**config.mk**
```make
export PLATFORM = sky130hd
export DESIGN_NAME = cmdlist_exec
export DESIGN_NICKNAME = d
export VERILOG_FILES = /design/src/rtl/cmdx_pkg.sv /design/src/rtl/cmdx_seg_map.sv /design/src/rtl/cmdx_ctrl.sv /design/src/rtl/cmdx_walker.sv /design/src/rtl/cmdlist_exec.sv
export SDC_FILE = /design/constraint.sdc
export NUM_CORES = 1
export LEC_CHECK = 0
export BUFFER_PORTS_ARGS = -buffer_cell sky130_fd_sc_hd__buf_2
export CAP_MARGIN = 10
export CORE_MARGIN = 3
export CORE_UTILIZATION = 45
export DETAILED_ROUTE_END_ITERATION = 7
export PLACE_DENSITY = 0.68
export SETUP_SLACK_MARGIN = 0.5
export SLEW_MARGIN = 40
export SYNTH_ARGS = -nofsm -noshare
export SYNTH_HDL_FRONTEND = slang
export SYNTH_SLANG_ARGS = --single-unit
```
**constraint.sdc**
```tcl
create_clock -name clk -period 3.1 [get_ports clk]
set_input_delay 0.62 -clock clk [delete_from_list [all_inputs] [get_ports clk]]
set_output_delay 0.62 -clock clk [all_outputs]
set_load 0.05 [all_outputs]
```
**src/rtl/cmdx_pkg.sv**
```systemverilog
// Shared encodings for the command list executor.
// Assumes 32-bit command words with the opcode in the top nibble.
package cmdx_pkg;
    localparam int WORD_W = 32;
    localparam int OFFS_W = 20;

    typedef enum logic [3:0] {
        OP_NOP    = 4'd0,
        OP_WRITE  = 4'd1,
        OP_MODIFY = 4'd2,
        OP_BFIX   = 4'd3,
        OP_BINC   = 4'd4
    } opcode_e;

    typedef enum logic [2:0] {
        S_IDLE,
        S_CHK,
        S_RD,
        S_WAIT,
        S_MWAIT
    } walk_state_e;

    typedef enum logic [2:0] {
        P_HDR,
        P_WDATA,
        P_MASK,
        P_MDATA,
        P_CNT,
        P_BDATA
    } walk_phase_e;
endpackage

```
**src/rtl/cmdx_seg_map.sv**
```systemverilog
// Segment address map: turns (queue, context, offset, length) into the
// first and end word pointers of a job. Assumes the high-priority queue owns
// the first NCTX segments and the low-priority queue the next NCTX.
module cmdx_seg_map #(
    parameter int SEG_WORDS = 32,
    parameter int NCTX      = 2,
    parameter int CTX_W     = 1,
    parameter int OFF_W     = 5,
    parameter int LEN_W     = 6,
    parameter int PW        = 8
) (
    input  logic             queue,
    input  logic [CTX_W-1:0] ctx,
    input  logic [OFF_W-1:0] off,
    input  logic [LEN_W-1:0] len,
    output logic [PW-1:0]    first_ptr,
    output logic [PW-1:0]    end_ptr
);
    logic [31:0] slot;
    logic [31:0] first_w;

    // Segment index and start word of the job.
    always_comb begin
        slot    = (queue ? 32'(NCTX) : 32'd0) + 32'(ctx);
        first_w = slot * 32'(SEG_WORDS) + 32'(off);
    end

    assign first_ptr = PW'(first_w);
    assign end_ptr   = PW'(first_w + 32'(len));
endmodule

```
**src/rtl/cmdx_ctrl.sv**
```systemverilog
// Job control: accepts a start when idle, holds busy until the walker
// reports completion, and keeps the sticky completion interrupt bits.
// Assumes done only pulses while busy.
module cmdx_ctrl (
    input  logic       clk,
    input  logic       rst_n,
    input  logic       start_valid,
    input  logic [1:0] start_irq_sel,
    input  logic [1:0] irq_clr,
    input  logic       done,
    output logic       go,
    output logic       busy,
    output logic [1:0] irq_status
);
    logic [1:0] sel_q;

    assign go = start_valid && !busy;

    // Busy flag and the latched interrupt select of the running job.
    always_ff @(posedge clk) begin
        if (!rst_n) begin
            busy  <= 1'b0;
            sel_q <= 2'b00;
        end else if (go) begin
            busy  <= 1'b1;
            sel_q <= start_irq_sel;
        end else if (done) begin
            busy  <= 1'b0;
        end
    end

    // Sticky interrupt bits: write-one-to-clear, a completion set wins.
    always_ff @(posedge clk) begin
        if (!rst_n) irq_status <= 2'b00;
        else        irq_status <= (irq_status & ~irq_clr) | (done ? sel_q : 2'b00);
    end

    // a running job keeps busy until its completion
    a_r9_busy_holds: assert property (@(posedge clk) disable iff (!rst_n)
        (busy && !done) |=> busy);
    // a start seen while busy leaves the running job's select alone
    a_r9_start_ignored: assert property (@(posedge clk) disable iff (!rst_n)
        (busy && start_valid) |=> $stable(sel_q));
    // set bits stay until cleared
    a_r10_sticky: assert property (@(posedge clk) disable iff (!rst_n)
        (irq_status[0] && !irq_clr[0]) |=> irq_status[0]);
    // completion raises the selected bit even if a clear is present
    a_r10_set_wins: assert property (@(posedge clk) disable iff (!rst_n)
        (done && sel_q[1]) |=> irq_status[1]);
endmodule

```
**src/rtl/cmdx_walker.sv**
```systemverilog
// Command walker: reads words from the command RAM (one-cycle read
// latency), decodes headers and issues register bus accesses. Each word
// costs an issue cycle and a data cycle. Assumes register read data arrives
// one cycle after reg_rd_en.
module cmdx_walker
    import cmdx_pkg::*;
#(
    parameter int          AW       = 7,
    parameter int          PW       = 8,
    parameter logic [31:0] REG_BASE = 32'h4000_0000
) (
    input  logic              clk,
    input  logic              rst_n,
    input  logic              go,
    input  logic [PW-1:0]     first_ptr,
    input  logic [PW-1:0]     end_ptr,
    output logic              done,
    output logic              ram_rd_en,
    output logic [AW-1:0]     ram_rd_addr,
    input  logic [WORD_W-1:0] ram_rd_data,
    output logic              reg_wr_en,
    output logic              reg_rd_en,
    output logic [31:0]       reg_addr,
    output logic [WORD_W-1:0] reg_wdata,
    input  logic [WORD_W-1:0] reg_rd_data
);
    walk_state_e       state;
    walk_phase_e       phase;
    logic [PW-1:0]     ptr;
    logic [PW-1:0]     endp;
    logic [31:0]       tgt;
    logic              inc_q;
    logic [WORD_W-1:0] mask_q;
    logic [WORD_W-1:0] data_q;
    logic [WORD_W-1:0] cnt_q;
    logic              more;
    logic [3:0]        hdr_op;
    logic [OFFS_W-1:0] hdr_off;

    assign more        = (ptr < endp);
    assign hdr_op      = ram_rd_data[31:28];
    assign hdr_off     = ram_rd_data[OFFS_W-1:0];
    assign ram_rd_addr = ptr[AW-1:0];
    assign reg_addr    = tgt;

    // Strobes and write data from the current state and phase.
    always_comb begin
        done      = 1'b0;
        ram_rd_en = 1'b0;
        reg_wr_en = 1'b0;
        reg_rd_en = 1'b0;
        reg_wdata = ram_rd_data;
        case (state)
            S_CHK: begin
                ram_rd_en = more;
                done      = !more;
            end
            S_RD:  ram_rd_en = 1'b1;
            S_WAIT: begin
                case (phase)
                    P_WDATA, P_BDATA: reg_wr_en = 1'b1;
                    P_MDATA:          reg_rd_en = 1'b1;
                    default:          ;
                endcase
            end
            S_MWAIT: begin
                reg_wr_en = 1'b1;
                reg_wdata = (reg_rd_data & mask_q) | data_q;
            end
            default: ;
        endcase
    end

    // Sequencer: pointer, phase and operand registers.
    always_ff @(posedge clk) begin
        if (!rst_n) begin
            state  <= S_IDLE;
            phase  <= P_HDR;
            ptr    <= '0;
            endp   <= '0;
            tgt    <= '0;
            inc_q  <= 1'b0;
            mask_q <= '0;
            data_q <= '0;
            cnt_q  <= '0;
        end else begin
            case (state)
                S_IDLE: if (go) begin
                    ptr   <= first_ptr;
                    endp  <= end_ptr;
                    state <= S_CHK;
                end
                S_CHK: begin
                    if (more) begin
                        ptr   <= ptr + 1'b1;
                        phase <= P_HDR;
                        state <= S_WAIT;
                    end else begin
                        state <= S_IDLE;
                    end
                end
                S_RD: begin
                    ptr   <= ptr + 1'b1;
                    state <= S_WAIT;
                end
                S_WAIT: begin
                    case (phase)
                        P_HDR: begin
                            tgt <= REG_BASE + {{(32-OFFS_W){1'b0}}, hdr_off};
                            case (hdr_op)
                                OP_WRITE:  begin phase <= P_WDATA; state <= S_RD; end
                                OP_MODIFY: begin phase <= P_MASK;  state <= S_RD; end
                                OP_BFIX:   begin inc_q <= 1'b0; phase <= P_CNT; state <= S_RD; end
                                OP_BINC:   begin inc_q <= 1'b1; phase <= P_CNT; state <= S_RD; end
                                default:   state <= S_CHK;
                            endcase
                        end
                        P_WDATA: state <= S_CHK;
                        P_MASK: begin
                            mask_q <= ram_rd_data;
                            phase  <= P_MDATA;
                            state  <= S_RD;
                        end
                        P_MDATA: begin
                            data_q <= ram_rd_data;
                            state  <= S_MWAIT;
                        end
                        P_CNT: begin
                            cnt_q <= ram_rd_data;
                            if (ram_rd_data == '0) begin
                                state <= S_CHK;
                            end else begin
                                phase <= P_BDATA;
                                state <= S_RD;
                            end
                        end
                        P_BDATA: begin
                            if (inc_q) tgt <= tgt + 32'd4;
                            cnt_q <= cnt_q - 1'b1;
                            state <= (cnt_q == 32'd1) ? S_CHK : S_RD;
                        end
                        default: state <= S_CHK;
                    endcase
                end
                S_MWAIT: state <= S_CHK;
                default: state <= S_IDLE;
            endcase
        end
    end

    // a modify read is followed next cycle by its write to the same address
    a_r11_rmw_pair: assert property (@(posedge clk) disable iff (!rst_n)
        reg_rd_en |=> (reg_wr_en && $stable(reg_addr)));
    // never a read and a write together
    a_r11_exclusive: assert property (@(posedge clk) disable iff (!rst_n)
        !(reg_rd_en && reg_wr_en));
    // header decode cycles make no register access
    a_r3_hdr_quiet: assert property (@(posedge clk) disable iff (!rst_n)
        (state == S_WAIT && phase == P_HDR) |-> (!reg_wr_en && !reg_rd_en));
    // a fixed burst keeps its target address
    a_r5_fixed_addr: assert property (@(posedge clk) disable iff (!rst_n)
        (state == S_WAIT && phase == P_BDATA && !inc_q) |=> $stable(reg_addr));
    // completion is never reported together with a fetch
    a_r8_done_no_fetch: assert property (@(posedge clk) disable iff (!rst_n)
        done |-> !ram_rd_en);
endmodule

```
**src/rtl/cmdlist_exec.sv**
```systemverilog
// Top of the command list executor: segment map, job control and walker.
// Assumes an external command RAM and register target, each with a
// one-cycle read latency.
module cmdlist_exec #(
    parameter int          SEG_WORDS = 32,
    parameter int          NCTX      = 2,
    parameter logic [31:0] REG_BASE  = 32'h4000_0000,
    localparam int         CTX_W     = (NCTX > 1) ? $clog2(NCTX) : 1,
    localparam int         OFF_W     = $clog2(SEG_WORDS),
    localparam int         LEN_W     = OFF_W + 1,
    localparam int         AW        = $clog2(SEG_WORDS * NCTX * 2),
    localparam int         PW        = AW + 1
) (
    input  logic             clk,
    input  logic             rst_n,
    input  logic             start_valid,
    input  logic             start_queue,
    input  logic [CTX_W-1:0] start_ctx,
    input  logic [OFF_W-1:0] start_off,
    input  logic [LEN_W-1:0] start_len,
    input  logic [1:0]       start_irq_sel,
    input  logic [1:0]       irq_clr,
    output logic             busy,
    output logic [1:0]       irq_status,
    output logic             ram_rd_en,
    output logic [AW-1:0]    ram_rd_addr,
    input  logic [31:0]      ram_rd_data,
    output logic             reg_wr_en,
    output logic             reg_rd_en,
    output logic [31:0]      reg_addr,
    output logic [31:0]      reg_wdata,
    input  logic [31:0]      reg_rd_data
);
    logic          go;
    logic          done;
    logic [PW-1:0] first_ptr;
    logic [PW-1:0] end_ptr;

    cmdx_seg_map #(
        .SEG_WORDS(SEG_WORDS), .NCTX(NCTX), .CTX_W(CTX_W),
        .OFF_W(OFF_W), .LEN_W(LEN_W), .PW(PW)
    ) map_i (
        .queue(start_queue), .ctx(start_ctx), .off(start_off), .len(start_len),
        .first_ptr(first_ptr), .end_ptr(end_ptr)
    );

    cmdx_ctrl ctrl_i (
        .clk(clk), .rst_n(rst_n), .start_valid(start_valid),
        .start_irq_sel(start_irq_sel), .irq_clr(irq_clr), .done(done),
        .go(go), .busy(busy), .irq_status(irq_status)
    );

    cmdx_walker #(.AW(AW), .PW(PW), .REG_BASE(REG_BASE)) walk_i (
        .clk(clk), .rst_n(rst_n), .go(go),
        .first_ptr(first_ptr), .end_ptr(end_ptr), .done(done),
        .ram_rd_en(ram_rd_en), .ram_rd_addr(ram_rd_addr), .ram_rd_data(ram_rd_data),
        .reg_wr_en(reg_wr_en), .reg_rd_en(reg_rd_en), .reg_addr(reg_addr),
        .reg_wdata(reg_wdata), .reg_rd_data(reg_rd_data)
    );

    // an idle engine touches neither the RAM nor the register bus
    a_r8_idle_quiet: assert property (@(posedge clk) disable iff (!rst_n)
        !busy |-> (!ram_rd_en && !reg_wr_en && !reg_rd_en));
    // completion drops busy on the next cycle
    a_r9_done_clears: assert property (@(posedge clk) disable iff (!rst_n)
        (busy && done) |=> !busy);
endmodule

```
# Word level (Yosys, flattened, before mapping)
# Cells that the tools add are included.
[totals]
register_bits = 156
in_bits = 84
out_inout_bits = 77
word_cells = 98
[classes]
n_addsub = 7
n_lt_le_gt_ge = 1
eq_ne = 20
n_mux = 30
bitwise = 5
n_reduce_logical = 23
[op_table]
columns = ["cell", "count"]
rows = [
  ["32-bit one-hot mux with 2 select lines", 2],
  ["32-bit two-way mux", 2],
  ["31-bit by 20-bit adder with 32-bit output, first input constant", 1],
  ["32-bit by 3-bit adder with 32-bit output, second input constant", 1],
  ["32-bit bitwise AND", 1],
  ["32-bit by 1-bit == test with 1-bit output, second input constant", 1],
  ["32-bit logical NOT", 1],
  ["32-bit bitwise OR", 1],
  ["32-bit by 1-bit subtractor with 32-bit output, second input constant", 1],
  ["3-bit one-hot mux with 5 select lines", 2],
  ["8-bit one-hot mux with 3 select lines", 1],
  ["3-bit one-hot mux with 3 select lines", 2],
  ["8-bit two-way mux", 2],
  ["3-bit by 2-bit == test with 1-bit output, second input constant", 4],
  ["2-bit two-way mux", 6],
  ["2-bit nonzero test", 5],
  ["3-bit == test, second input constant", 3],
  ["3-bit two-way mux", 3],
  ["3-bit AND reduction", 3],
  ["8-bit by 1-bit adder with 8-bit output, second input constant", 1],
  ["8-bit by 5-bit adder with 8-bit output", 1],
  ["8-bit by 6-bit adder with 8-bit output", 1],
  ["4-bit by 2-bit == test with 1-bit output, second input constant", 2],
  ["8-bit < comparator", 1],
  ["23 further kinds", 38],
]

# Depth between registers and ports, before layout
[logic_depth]
depth_word = 5
depth_mapped = 9
depth_no_buf = 9

# Modules after synthesis
# A second synthesis with hierarchy kept.
[hier_totals]
hier_cells = 1200
area_unflattened_um2 = 8923.6
[by_module_without_submodules]
columns = ["module", "instances", "cells_each", "area_per_inst_um2", "seq_area_each_um2"]
rows = [
  ["cmdx_walker", 1, 1135, 8374.3, 3022.9],
  ["cmdx_seg_map", 1, 45, 350.3, 0.0],
  ["cmdx_ctrl", 1, 20, 198.9, 100.1],
]

# Worst setup path after synthesis
# Ideal clock, no wire load.
[synth_path]
path_kind = "register to output"
from = "reg walk_i.ptr[2]"
to = "out ram_rd_en"
t_arrival_ns = 2.334
t_required_ns = 2.480
path_slack_ns = 0.146
stages_incl_launch_ff = 7
path_buffers = 0
cell_sequence = "dfxtp_1 ha_1 a211oi_1 o21ai_0 a211oi_1 nand2_1 a21oi_1"
[synth_via]
elab_chain_len = 2
[synth_lines]
columns = ["element", "line_no", "source"]
rows = [
  ["start, declared", "cmdx_walker.sv:29", "logic [PW-1:0] ptr;"],
  ["start signal, assigned", "cmdx_walker.sv:89", "ptr <= first_ptr;"],
  ["start signal, assigned", "cmdx_walker.sv:95", "ptr <= ptr + 1'b1;"],
  ["start signal, assigned", "cmdx_walker.sv:103", "ptr <= ptr + 1'b1;"],
  ["8-bit < comparator", "cmdx_walker.sv:40", "assign more = (ptr < endp);"],
  ["1-bit one-hot mux with 2 select lines", "cmdx_walker.sv:53", "case (state)"],
  ["end, declared", "cmdlist_exec.sv:25", "output logic ram_rd_en,"],
]
# Every way passes these cells.

# Worst setup path in the final report
[layout_path]
from = "reg walk_i.state[2]"
to = "out reg_wdata[12]"
[layout_via]
elab_chain_len = 2
[layout_lines]
columns = ["element", "line_no", "source"]
rows = [
  ["start, declared", "cmdx_walker.sv:27", "walk_state_e state;"],
  ["start signal, assigned", "cmdx_walker.sv:140", "state <= (cnt_q == 32'd1) ? S_CHK : S_RD;"],
  ["3-bit == test", "cmdx_walker.sv:53", ""],
  ["32-bit two-way mux", "cmdx_walker.sv:53", ""],
  ["end, declared", "cmdlist_exec.sv:31", "output logic [31:0] reg_wdata,"],
]
# Every way passes these cells.

==> impl_metrics.toml <==
[routing]
postRouteAntennaNets = 0
drtIter0Drc = 627
wire_per_inst_um = 18.1
drc = 0
vias_per_cell = 5.91
first_pass_iters = 5
routed_wl_um = 27700
num_vias = 9034

[power_and_ir_drop]
peakVddDrop_uv = 385
p_comb_share_pct = 20.8
swShare_pct = 29.9
power_frac_seq_pct = 37.9
leakagePower_uw = 0.00416
p_clk_share_pct = 41.3
pwr_density_cell_nw_per_um2 = 521
intPower_uw = 3960
switchingPower_uw = 1690

[critical_path]
required_ns = 2.48
start_kind = "flip-flop"
worstPathMaxFanout = 5
endpoint_kind = "output pin"
critPathKind = "flip-flop to output pin"
critPathArrivalTime_ns = 2.06

[logic_synthesis]
synth_top_flop_cell = "dfxtp_1"
synth_nets = 1249
synth_cell_type_count = 64
synth.avg_cell_area_um2 = 7.22
ys_top_cells_by_area = "dfxtp_1 38%, a21oi_1 12%, nand2_1 9.6%"
ys_ff_latch = 156
synth-async-reset-ratio_pct = 0
seq_area_frac_synth_pct = 37.7
synthCells = 1147
yosysTopAreaCellShare_pct = 37.7
syn_area_um2 = 8290
synth_edf_count = 0
synth_area_leader_cell = "dfxtp_1"
yosys_warnings = 0

[place]
portBuffers = 160
dp_cells = 1472
gp_congestion = 0.870
hpwl_um = 17300

[cts]
cts_tree = "yes"
clk_path_buf_depth = 2
h-tree-depth = 4
cts_inserted_buffers = 17
cts_num_sinks = 156
cts_hold_buf = 0
clk_latency_ns = 0.43
cts-root-buf = "clkbuf_16"
path_clk_slew_ns = 0.07

[floorplan]
io_pins = 161
die-area_um2 = 20100
rows = 48
dieHeight_um = 142
die_w_um = 142
start_util_pct = 46.9
coreArea_um2 = 17700

[timing]
max_freq_ghz = 0.373
rsz0062_at_grt = "true"
finalMaxSlewViolations = 0
relSlewSlack_pct = 52.2
finalSetupViolCount = 0
post-route-min-period_ns = 2.68
setup_tns_ns = 0
final-hold-violation-count = 0
worst_slew_pin_slew_ns = 0.716
fin_skew_ns = 0.00736
period_share_pct = 86.5

[grt]
grt_pass1_vias = 8187
grt_pass1_wl_um = 42300
grt_antenna_before_repair = 0
overflow = 0
track_usage_pct = 26.0
grt_max_degree = 61

[job]
maxCapViolations = 0

[layout]
instances_no_fill = 1528
fin_nets = 1392
antenna_cells = 0
fin_util_pct = 61.6
drive_above_1_share_pct = 27.6
syn2layout_area_growth_pct = 31.2

[run_status]
run_status = "complete, no violations"

[worst_hold_path]
hold_path.class = "primary input to flip-flop"
-- worst max-delay path, stage by stage (launching register included) --
cell	delay (ns)
dfxtp_4	0.37
buf_6	0.10
clkinvlp_4	0.10
nor3_4	0.19
buf_6	0.15
buf_8	0.13
buf_12	0.15
buf_12	0.11
nor2_4	0.03
a21oi_2	0.12
buf_6	0.17
-- cells in the final DEF (no fill, tap or decap), types with 28 or more instances in the layout --
cell type    n
nor2_1      90
nor3_1      28
a21oi_1    170
nand2_1    209
buf_4       40
o21ai_0     54
buf_2      125
dfxtp_1    133
buf_6       32
a21oi_2     28
-- area by class of cell --
class	count	area, um^2
fill	1593	6790
multi-input combinational	886	5170
sequential	156	3160
timing repair buffer	208	1520
clock buffer	19	433
tap	225	282
clock inverter	13	215
inverter	21	83.8
-- synthesized netlist by cell type, types with 3 or more instances --
master and instances:
nand3_1 26, o21a_1 4, dfxtp_1 156, o21ai_0 56, xor2_1 11, a22o_1 3, nor3b_1 3, o22ai_1 10
a21oi_1 199, a22oi_1 6, buf_1 8, and3_1 10, nor3_1 30, nand4_1 13, o211ai_1 5, a21o_1 4
nand2b_1 9, mux2i_1 8, and2_1 3, nor2_1 119, clkbuf_1 67, xnor2_1 4, or2_2 4, o311ai_0 5
a31oi_1 7, or4_1 9, nor4_1 20, o221a_2 4, or3_1 9, inv_1 20, nor2b_1 10, a211oi_1 16
o31ai_1 8, a311oi_1 4, nand2_1 211, a31o_2 5, o311a_1 5, buf_4 7, ha_1 17
-- final timing paths --
kind / startpoint / to / slack, ns / depth (start not counted)
worst max register to register: walk_i.cnt_q[19]$_SDFFE_PN0P_ / walk_i.cnt_q[26]$_SDFFE_PN0P_ / 0.46 / 6
worst min register to register: walk_i.data_q[25]$_SDFFE_PN0P_ / walk_i.data_q[25]$_SDFFE_PN0P_ / 0.45 / 2
worst max-delay path: walk_i.state[2]$_SDFFE_PN0P_ / reg_wdata[12] / 0.42 / 10
worst min-delay path: start_irq_sel[0] / ctrl_i.sel_q[0]$_SDFFE_PN0P_ / 0.42 / 3
-- timing repair --
| action | in CTS | in global routing |
|---|---|---|
| cloned | 4 | 2 |
| setup endpoints to repair | 40 | 47 |
| pin swaps | 4 | 4 |
| hold endpoints to repair | 0 | 0 |
| setup buffers | 12 | 6 |
| gates resized for setup | 60 | 138 |
-- sequential cells by signal, indices dropped and copies added (netlist names) --
name	cells
walk_i.state	3
walk_i.mask_q	32
ctrl_i.irq_status	2
walk_i.data_q	32
walk_i.reg_addr	32
walk_i.ptr	8
walk_i.cnt_q	32
walk_i.inc_q	1
walk_i.endp	8
walk_i.phase	3
ctrl_i.sel_q	2
ctrl_i.busy	1
-- metrics by stage --
| stage | total power (uW) | setup WS, ns | hold WS [ns] | area [um^2] |
|---|---|---|---|---|
| after floorplan | 2890 | 0.407 | 0.431 | 8370 |
| after global placement | 3140 | 0.404 | 0.442 | 9310 |
| after detailed placement | 3150 | 0.385 | 0.445 | 9310 |
| after CTS | 5600 | 0.387 | 0.406 | 10300 |
| after global routing | 5890 | 0.311 | 0.408 | 10900 |
| final | 5660 | 0.417 | 0.422 | 10900 |
-- logic make-up (layout without fill, tap and decap cells) --
| group | after synthesis | in the layout | share of synthesized area, % |
|---|---|---|---|
| AND/OR/NAND/NOR | 489 | 489 | 26.7 |
| AO/OA/AOI/OAI | 356 | 356 | 25.1 |
| flip-flops | 156 | 156 | 37.7 |
| buffers and inverters | 105 | 261 | 5.10 |
| adder cells (fa/ha/maj) | 18 | 18 | 2.81 |
| XOR/XNOR | 15 | 15 | 1.59 |
| multiplexers | 8 | 8 | 0.967 |
-- power groups by stage --
stage | Sequential, uW | Clock [uW] | Combinational [uW]
2_1_floorplan | 2180 | 0 | 706
3_3_place_gp | 2180 | 0 | 959
3_5_place_dp | 2180 | 0 | 969
4_1_cts | 2140 | 2360 | 1110
5_1_grt | 2150 | 2460 | 1280
6_report | 2140 | 2340 | 1180
-- layer usage --
| metal | global-route usage [%] | up-vias | wire (um) |
|---|---|---|---|
| li1 | - | 4359 | - |
| met1 | 35.3 | 4295 | 11700 |
| met5 | 0 | - | 0 |
| met4 | 8.84 | 0 | 481 |
| met3 | 6.20 | 35 | 2410 |
| met2 | 40.5 | 345 | 13100 |
No activity file was read; power rests on OpenSTA's default activity.
